<file path="src/rtl/pdr_pkg.sv">
package pdr_pkg;
  localparam int NUM_CH   = 3;
  localparam int BASE_TAP = 3;

  // feedback tap used by channel ch when per-channel polynomials are selected
  function automatic int alt_tap(input int ch);
    case (ch)
      1:       return 9;
      2:       return 13;
      default: return 3;
    endcase
  endfunction
endpackage

</file>
<file path="src/rtl/pdr_lfsr.sv">
module pdr_lfsr #(
  parameter int W        = 28,
  parameter int TAP_BASE = 3,
  parameter int TAP_ALT  = 3
) (
  input  logic         clk_i,
  input  logic         rst_ni,
  input  logic         alt_i,
  input  logic         load_i,
  input  logic [W-1:0] seed_i,
  input  logic         adv_i,
  output logic [W-1:0] state_o
);
  logic [W-1:0] state_q;
  logic         fb;

  assign fb = state_q[W-1] ^ (alt_i ? state_q[TAP_ALT-1] : state_q[TAP_BASE-1]);

  always_ff @(posedge clk_i or negedge rst_ni) begin
    if (!rst_ni)     state_q <= W'(1);
    else if (load_i) state_q <= (seed_i == '0) ? W'(1) : seed_i;
    else if (adv_i)  state_q <= {state_q[W-2:0], fb};
  end

  assign state_o = state_q;


  lfsr_nonzero_chk: assert property (@(posedge clk_i) disable iff (!rst_ni) state_q != '0);

  lfsr_hold_chk: assert property (@(posedge clk_i) disable iff (!rst_ni)
    (!load_i && !adv_i) |=> $stable(state_q));
endmodule

</file>
<file path="src/rtl/pdr_frame_ctr.sv">
module pdr_frame_ctr #(
  parameter int W   = 4,
  parameter int MAX = 15
) (
  input  logic         clk_i,
  input  logic         rst_ni,
  input  logic         tick_i,
  output logic [W-1:0] cnt_o
);
  localparam logic [W-1:0] MAX_V = W'(MAX);
  logic [W-1:0] cnt_q;

  always_ff @(posedge clk_i or negedge rst_ni) begin
    if (!rst_ni)     cnt_q <= '0;
    else if (tick_i) cnt_q <= (cnt_q == MAX_V) ? '0 : cnt_q + 1'b1;
  end

  assign cnt_o = cnt_q;


  fcnt_range_chk: assert property (@(posedge clk_i) disable iff (!rst_ni) cnt_q <= MAX_V);

  fcnt_step_chk: assert property (@(posedge clk_i) disable iff (!rst_ni)
    (tick_i && cnt_q != MAX_V) |=> cnt_q == $past(cnt_q) + 1'b1);
endmodule

</file>
<file path="src/rtl/pdr_reduce.sv">
module pdr_reduce #(
  parameter int PIX_W    = 12,
  parameter int NARROW_W = 6,
  parameter int WIDE_W   = 8,
  localparam int NOISE_W = PIX_W - NARROW_W
) (
  input  logic [PIX_W-1:0]   pix_i,
  input  logic [NOISE_W-1:0] noise_i,
  input  logic               dith_en_i,
  input  logic               trunc_en_i,
  input  logic [1:0]         depth_i,
  output logic [PIX_W-1:0]   pix_o
);
  localparam logic [PIX_W-1:0] MASK_N = {{NARROW_W{1'b0}}, {NOISE_W{1'b1}}};
  localparam logic [PIX_W-1:0] MASK_W = {{WIDE_W{1'b0}}, {(PIX_W-WIDE_W){1'b1}}};

  logic [PIX_W-1:0] low_mask, noise_ext, sat;
  logic [PIX_W:0]   sum;
  logic             reducing;

  always_comb begin
    reducing = 1'b1;
    case (depth_i)
      2'd0:    low_mask = MASK_N;
      2'd1:    low_mask = MASK_W;
      default: begin low_mask = '0; reducing = 1'b0; end
    endcase
    noise_ext = {{NARROW_W{1'b0}}, noise_i} & low_mask;
    sum       = {1'b0, pix_i} + {1'b0, noise_ext};
    sat       = sum[PIX_W] ? '1 : sum[PIX_W-1:0];
    if (reducing && dith_en_i)       pix_o = sat & ~low_mask;
    else if (reducing && trunc_en_i) pix_o = pix_i & ~low_mask;
    else                             pix_o = pix_i;
  end
endmodule

</file>
<file path="src/rtl/pix_depth_reducer.sv">
module pix_depth_reducer #(
  parameter int PIX_W      = 12,
  parameter int LFSR_W     = 28,
  parameter int FCNT_W     = 4,
  parameter int FCNT_MAX   = 15,
  parameter int FRAME_SWAP = 2
) (
  input  logic              clk_i,
  input  logic              rst_ni,
  input  logic              trunc_en_i,
  input  logic              dith_en_i,
  input  logic [1:0]        depth_i,
  input  logic              chan_poly_i,
  input  logic              frame_rand_i,
  input  logic [LFSR_W-1:0] seed_r_i,
  input  logic [LFSR_W-1:0] seed_g_i,
  input  logic [LFSR_W-1:0] seed_b_i,
  input  logic              frame_start_i,
  input  logic              valid_i,
  input  logic [PIX_W-1:0]  pix_r_i,
  input  logic [PIX_W-1:0]  pix_g_i,
  input  logic [PIX_W-1:0]  pix_b_i,
  output logic              valid_o,
  output logic [PIX_W-1:0]  pix_r_o,
  output logic [PIX_W-1:0]  pix_g_o,
  output logic [PIX_W-1:0]  pix_b_o
);
  import pdr_pkg::*;

  localparam int NARROW_W = 6;
  localparam int WIDE_W   = 8;
  localparam int NOISE_W  = PIX_W - NARROW_W;
  localparam int MIX_SH   = FCNT_W * FRAME_SWAP;

  logic [NUM_CH-1:0][LFSR_W-1:0] seeds;
  logic [NUM_CH-1:0][PIX_W-1:0]  pix_in, pix_red, pix_q;
  logic [FCNT_W-1:0]             fcnt;
  logic [LFSR_W-1:0]             fmix;
  logic                          started_q, load, adv;

  assign seeds  = {seed_b_i, seed_g_i, seed_r_i};
  assign pix_in = {pix_b_i, pix_g_i, pix_r_i};

  always_ff @(posedge clk_i or negedge rst_ni) begin
    if (!rst_ni)            started_q <= 1'b0;
    else if (frame_start_i) started_q <= 1'b1;
  end

  assign load = frame_start_i && (frame_rand_i || !started_q);
  assign adv  = valid_i && !load;
  assign fmix = frame_rand_i ? ({{(LFSR_W-FCNT_W){1'b0}}, fcnt} << MIX_SH) : '0;

  pdr_frame_ctr #(.W(FCNT_W), .MAX(FCNT_MAX)) u_fcnt (
    .clk_i(clk_i), .rst_ni(rst_ni), .tick_i(frame_start_i), .cnt_o(fcnt)
  );

  for (genvar c = 0; c < NUM_CH; c++) begin : g_ch
    logic [LFSR_W-1:0] state;

    pdr_lfsr #(.W(LFSR_W), .TAP_BASE(BASE_TAP), .TAP_ALT(alt_tap(c))) u_lfsr (
      .clk_i(clk_i), .rst_ni(rst_ni), .alt_i(chan_poly_i), .load_i(load),
      .seed_i(seeds[c] ^ fmix), .adv_i(adv), .state_o(state)
    );

    pdr_reduce #(.PIX_W(PIX_W), .NARROW_W(NARROW_W), .WIDE_W(WIDE_W)) u_red (
      .pix_i(pix_in[c]), .noise_i(state[NOISE_W-1:0]), .dith_en_i(dith_en_i),
      .trunc_en_i(trunc_en_i), .depth_i(depth_i), .pix_o(pix_red[c])
    );
  end

  always_ff @(posedge clk_i or negedge rst_ni) begin
    if (!rst_ni) begin
      valid_o <= 1'b0;
      pix_q   <= '0;
    end else begin
      valid_o <= valid_i;
      pix_q   <= pix_red;
    end
  end

  assign pix_r_o = pix_q[0];
  assign pix_g_o = pix_q[1];
  assign pix_b_o = pix_q[2];


  valid_delay_chk: assert property (@(posedge clk_i) disable iff (!rst_ni) valid_o == $past(valid_i));

  started_sticky_chk: assert property (@(posedge clk_i) disable iff (!rst_ni) started_q |=> started_q);
endmodule

</file>
<file path="config.mk">
export PLATFORM = sky130hd
export DESIGN_NAME = pix_depth_reducer
export DESIGN_NICKNAME = d
export VERILOG_FILES = /design/src/rtl/pdr_pkg.sv /design/src/rtl/pdr_lfsr.sv /design/src/rtl/pdr_frame_ctr.sv /design/src/rtl/pdr_reduce.sv /design/src/rtl/pix_depth_reducer.sv
export SDC_FILE = /design/constraint.sdc
export NUM_CORES = 1
export LEC_CHECK = 0
export BUFFER_PORTS_ARGS = -buffer_cell sky130_fd_sc_hd__clkbuf_2
export CAP_MARGIN = 10
export CELL_PAD_IN_SITES_DETAIL_PLACEMENT = 1
export CELL_PAD_IN_SITES_GLOBAL_PLACEMENT = 1
export CORE_ASPECT_RATIO = 1.4
export CORE_MARGIN = 5
export CORE_UTILIZATION = 41
export DETAILED_ROUTE_END_ITERATION = 16
export GPL_TIMING_DRIVEN = 1
export PLACE_DENSITY_LB_ADDON = 0.1
export SETUP_SLACK_MARGIN = 0.4
export SLEW_MARGIN = 5
export SYNTH_ARGS = -nofsm -noshare
export SYNTH_HDL_FRONTEND = slang
export SYNTH_HIERARCHICAL = 1
export SYNTH_SLANG_ARGS = --single-unit
</file>
<file path="constraint.sdc">
create_clock -name clk_i -period 2.94 [get_ports clk_i]
set_input_delay 0.147 -clock clk_i [delete_from_list [all_inputs] [get_ports clk_i]]
set_output_delay 0.147 -clock clk_i [all_outputs]
set_load 0.05 [all_outputs]
</file>
==> impl_metrics.csv <==
group,metric,value,unit
run_status,status,"finished clean",
global_route,antenna_found_initial,1,
yosys,syn_area,6970,um2
global_route,grt_use_total,22.5,%
final_layout,drive_gt1_share,25.2,%
timing,fmax,439,MHz
timing,setup_ws,0.661,ns
final_layout,fin_util,56.5,%
setup_path,cp_max_fo,6,
yosys,ys_seq_elements,126,
clock_network,clock_sinks,126,
yosys,seq_area_frac_synth,45.3,%
min_path,hp-class,"in2reg",
yosys,synth-edff-count,0,
power_and_ir_drop,total_power,5.92,mW
detailed_routing,avgRoutedWirePerCell,18.8,um
clock_network,cts_inserted_buffers,17,
placement,post-place-ws,0.481,ns
yosys,syn_inst,688,
timing,min_period_over_period,77.5,%
detailed_routing,dr.first_iter.drc_count,210,
die,die_y,164,um
global_route,grt_max_degree,113,
yosys,synthArstFlopShare,100,%
power_and_ir_drop,p_leak,4.33,nW
detailed_routing,totalWireLength,21700,um
timing,rsz0062_at_grt,"false",
timing,final_max_slew_viol_count,0,
die,core-area,16700,um2
die,die_x,120,um
placement,place_congestion,0.895,
power_and_ir_drop,p_int,4.16,mW
clock_network,cts_setup_buffers,0,
final_layout,layout.nets,1084,
clock_network,htreeDepth,4,
clock_network,cts_root_buf,"clkbuf_16",
placement,dpl.hpwl,15000,um
setup_path,path_class,"reg2reg",
timing,max_slew_margin,57.2,%
setup_path,critPathCaptureType,"register",
timing,setup_viol,0,
yosys,ys.flop_type,"dfrtp_1",
detailed_routing,drc,0,
timing,hold_viol,0,
global_route,grt_pass1_vias,7138,
die,start_util,41.6,%
job,drv_cap,0,
detailed_routing,routed_via_density,5.40,
global_route,gr-total-overflow,0,
placement,dp_cells,1034,
clock_network,cts_tree,"done",
power_and_ir_drop,switchingPower,1.76,mW
detailed_routing,drt_first_pass_iters,6,
power_and_ir_drop,power_density,626,nW/um2
timing,timing.final.crit_period,2.28,ns
setup_path,critPathRequiredTime,3.24,ns
yosys,synth_nets,840,
detailed_routing,final_antenna_net_count,0,
detailed_routing,vias,6208,
power_and_ir_drop,irDropWorstVdd,0.000459,V
power_and_ir_drop,p_clk_share,39.7,%
power_and_ir_drop,power_frac_seq,37.9,%
die,rows,56,
setup_path,arrival,2.58,ns
timing,fin_tns_setup,0,ns
yosys,ys_warn_count,6,
clock_network,clk_latency,0.42,ns
yosys,ys_types,59,
placement,port_buffers,166,
clock_network,ctsLongestPathBuffers,2,
global_route,grt_pass1_wl,35300,um
setup_path,cp-start-kind,"register",
power_and_ir_drop,sw_frac_of_total,29.7,%
power_and_ir_drop,combPwrFrac,22.5,%
final_layout,stdcell_count,1150,
clock_network,clk_transition_reported_paths,0.06,ns
timing,worstMarginPinSlew,0.640,ns
timing,clock_skew,0.00905,ns
yosys,syn_area_per_cell,10.1,um2
final_layout,syn_to_final_growth,35.6,%
die,num_io_pins,167,
die,die_area,19800,um2
==> cell usage after synthesis (3+ instances only) <==
cell,count,area (um2)
dfrtp_1,123,3080
nand2_1,98,368
mux2i_1,83,831
o21ai_1,57,285
o21ai_0,39,195
ha_1,19,238
nor2b_1,19,119
xnor2_1,18,158
a21oi_1,16,80.1
and2_1,15,93.8
nand3_1,15,75.1
nor2_1,13,48.8
nor4_1,11,68.8
buf_2,10,50.1
nor4_2,10,125
inv_1,9,33.8
nand4_1,8,50.1
o21bai_1,8,60.1
a41oi_1,7,61.3
a31oi_1,6,37.5
clkbuf_1,6,22.5
nand2b_1,6,37.5
nor3b_1,6,45.0
buf_4,5,37.5
mux2_2,5,56.3
a211oi_1,4,30.0
o21a_1,4,30.0
o31ai_1,4,30.0
or4_1,4,30.0
xor2_1,4,35.0
a21boi_0,3,22.5
a21o_1,3,22.5
and3_1,3,18.8
buf_6,3,33.8
dfstp_2,3,78.8
fa_1,3,60.1
==> power by group through the flow <==
stage | Combinational (mW) | Sequential (mW) | Clock [mW]
2_1_floorplan | 0.735 | 2.31 | 0
3_3_place_gp | 1.18 | 2.25 | 0
3_5_place_dp | 1.23 | 2.27 | 0
4_1_cts | 1.33 | 2.24 | 2.40
5_1_grt | 1.47 | 2.28 | 2.48
6_report | 1.33 | 2.24 | 2.35
==> metrics by stage <==
stage	hold WS [ns]	area [um2]
after CTS	0.0000114	9440
after detailed placement	0.160	7960
final	0.0178	9450
after global placement	0.156	7960
after global routing	0.0199	9450
after floorplan	-0.149	6970
==> cells in the final DEF (no fill, tap or decap), types with 5 or more instances in the layout <==
| master | n |
|---|---|
| dfrtp_1 | 123 |
| mux2i_1 | 83 |
| a31oi_1 | 6 |
| mux2_2 | 5 |
| clkbuf_16 | 17 |
| nand2b_1 | 6 |
| dlygate4sd3_1 | 82 |
| nor2_1 | 13 |
| o21ai_0 | 39 |
| ha_1 | 19 |
| a41oi_1 | 7 |
| and2_1 | 14 |
| a21oi_1 | 16 |
| nor4_1 | 11 |
| nor2b_1 | 19 |
| nor3b_1 | 6 |
| bufinv_16 | 5 |
| xnor2_1 | 18 |
| buf_4 | 6 |
| nand4_1 | 8 |
| nand2_1 | 98 |
| o21bai_1 | 8 |
| o21ai_1 | 57 |
| clkbuf_2 | 165 |
| inv_1 | 9 |
| nor4_2 | 10 |
| nand3_1 | 15 |
==> final timing paths <==
path / start / to / slack [ns] / depth (start not counted)
max reg2reg: g_ch[0].u_lfsr/state_o[0] / pix_r_o[8] / 0.66 / 7
max: g_ch[0].u_lfsr/state_o[0] / pix_r_o[8] / 0.66 / 7
max in group asynchronous: rst_ni / g_ch[0].u_lfsr/state_o[0] / 1.78 / 3
min: pix_r_i[4] / pix_r_o[4] / 0.02 / 3
min in group asynchronous: rst_ni / g_ch[2].u_lfsr/state_o[23] / 0.26 / 2
min reg2reg: started_q / started_q / 0.48 / 1
==> logic make-up after synthesis <==
logic type | synth area share (%)
simple gates | 17.2
compound gates | 14.1
flops | 45.3
mux | 13.0
buf+inv | 3.34
xor+xnor | 2.76
fa+ha+maj | 4.27
==> area by class of cell <==
cell class / instances / area [um2]
clock inverters: 13 / 211
inverters: 9 / 33.8
well taps: 203 / 254
flip-flops and latches: 126 / 3160
clock buffers: 19 / 453
multi-input cells: 522 / 3600
fillers: 1867 / 7290
repair buffers: 256 / 1740
diodes: 2 / 5.00
==> flip-flops by register name, indices dropped and copies added, names as in the netlist <==
name / flops
pix_r_o: 12
pix_g_o: 12
started_q: 1
pix_b_o: 12
valid_o: 1
g_ch.u_lfsr/state_o: 84
u_fcnt/cnt_o: 4
==> metal layers <==
layer / global-route usage [%] / vias to the layer above / wire length [um]
met1: 24.5 / 3045 / 8440
li1: - / 2967 / -
met3: 5.06 / 34 / 957
met4: 8.14 / 0 / 473
met2: 42.4 / 162 / 11800
met5: 0 / - / 0
==> critical path, cell delays in order (launching register included) <==
cell and delay [ns]:
dfstp_2 0.37, nor2b_1 0.12, ha_1 0.23, fa_1 0.37, a21o_1 0.20, a221o_2 0.41
nand4_2 0.13, mux2_1 0.33
==> timing repair <==
item / 4_1_cts / 5_1_grt
hold endpoints to repair: 137 / 1
hold buffers: 81 / 1
resized for setup: 0 / 0
(Power assumes the default switching activity.)
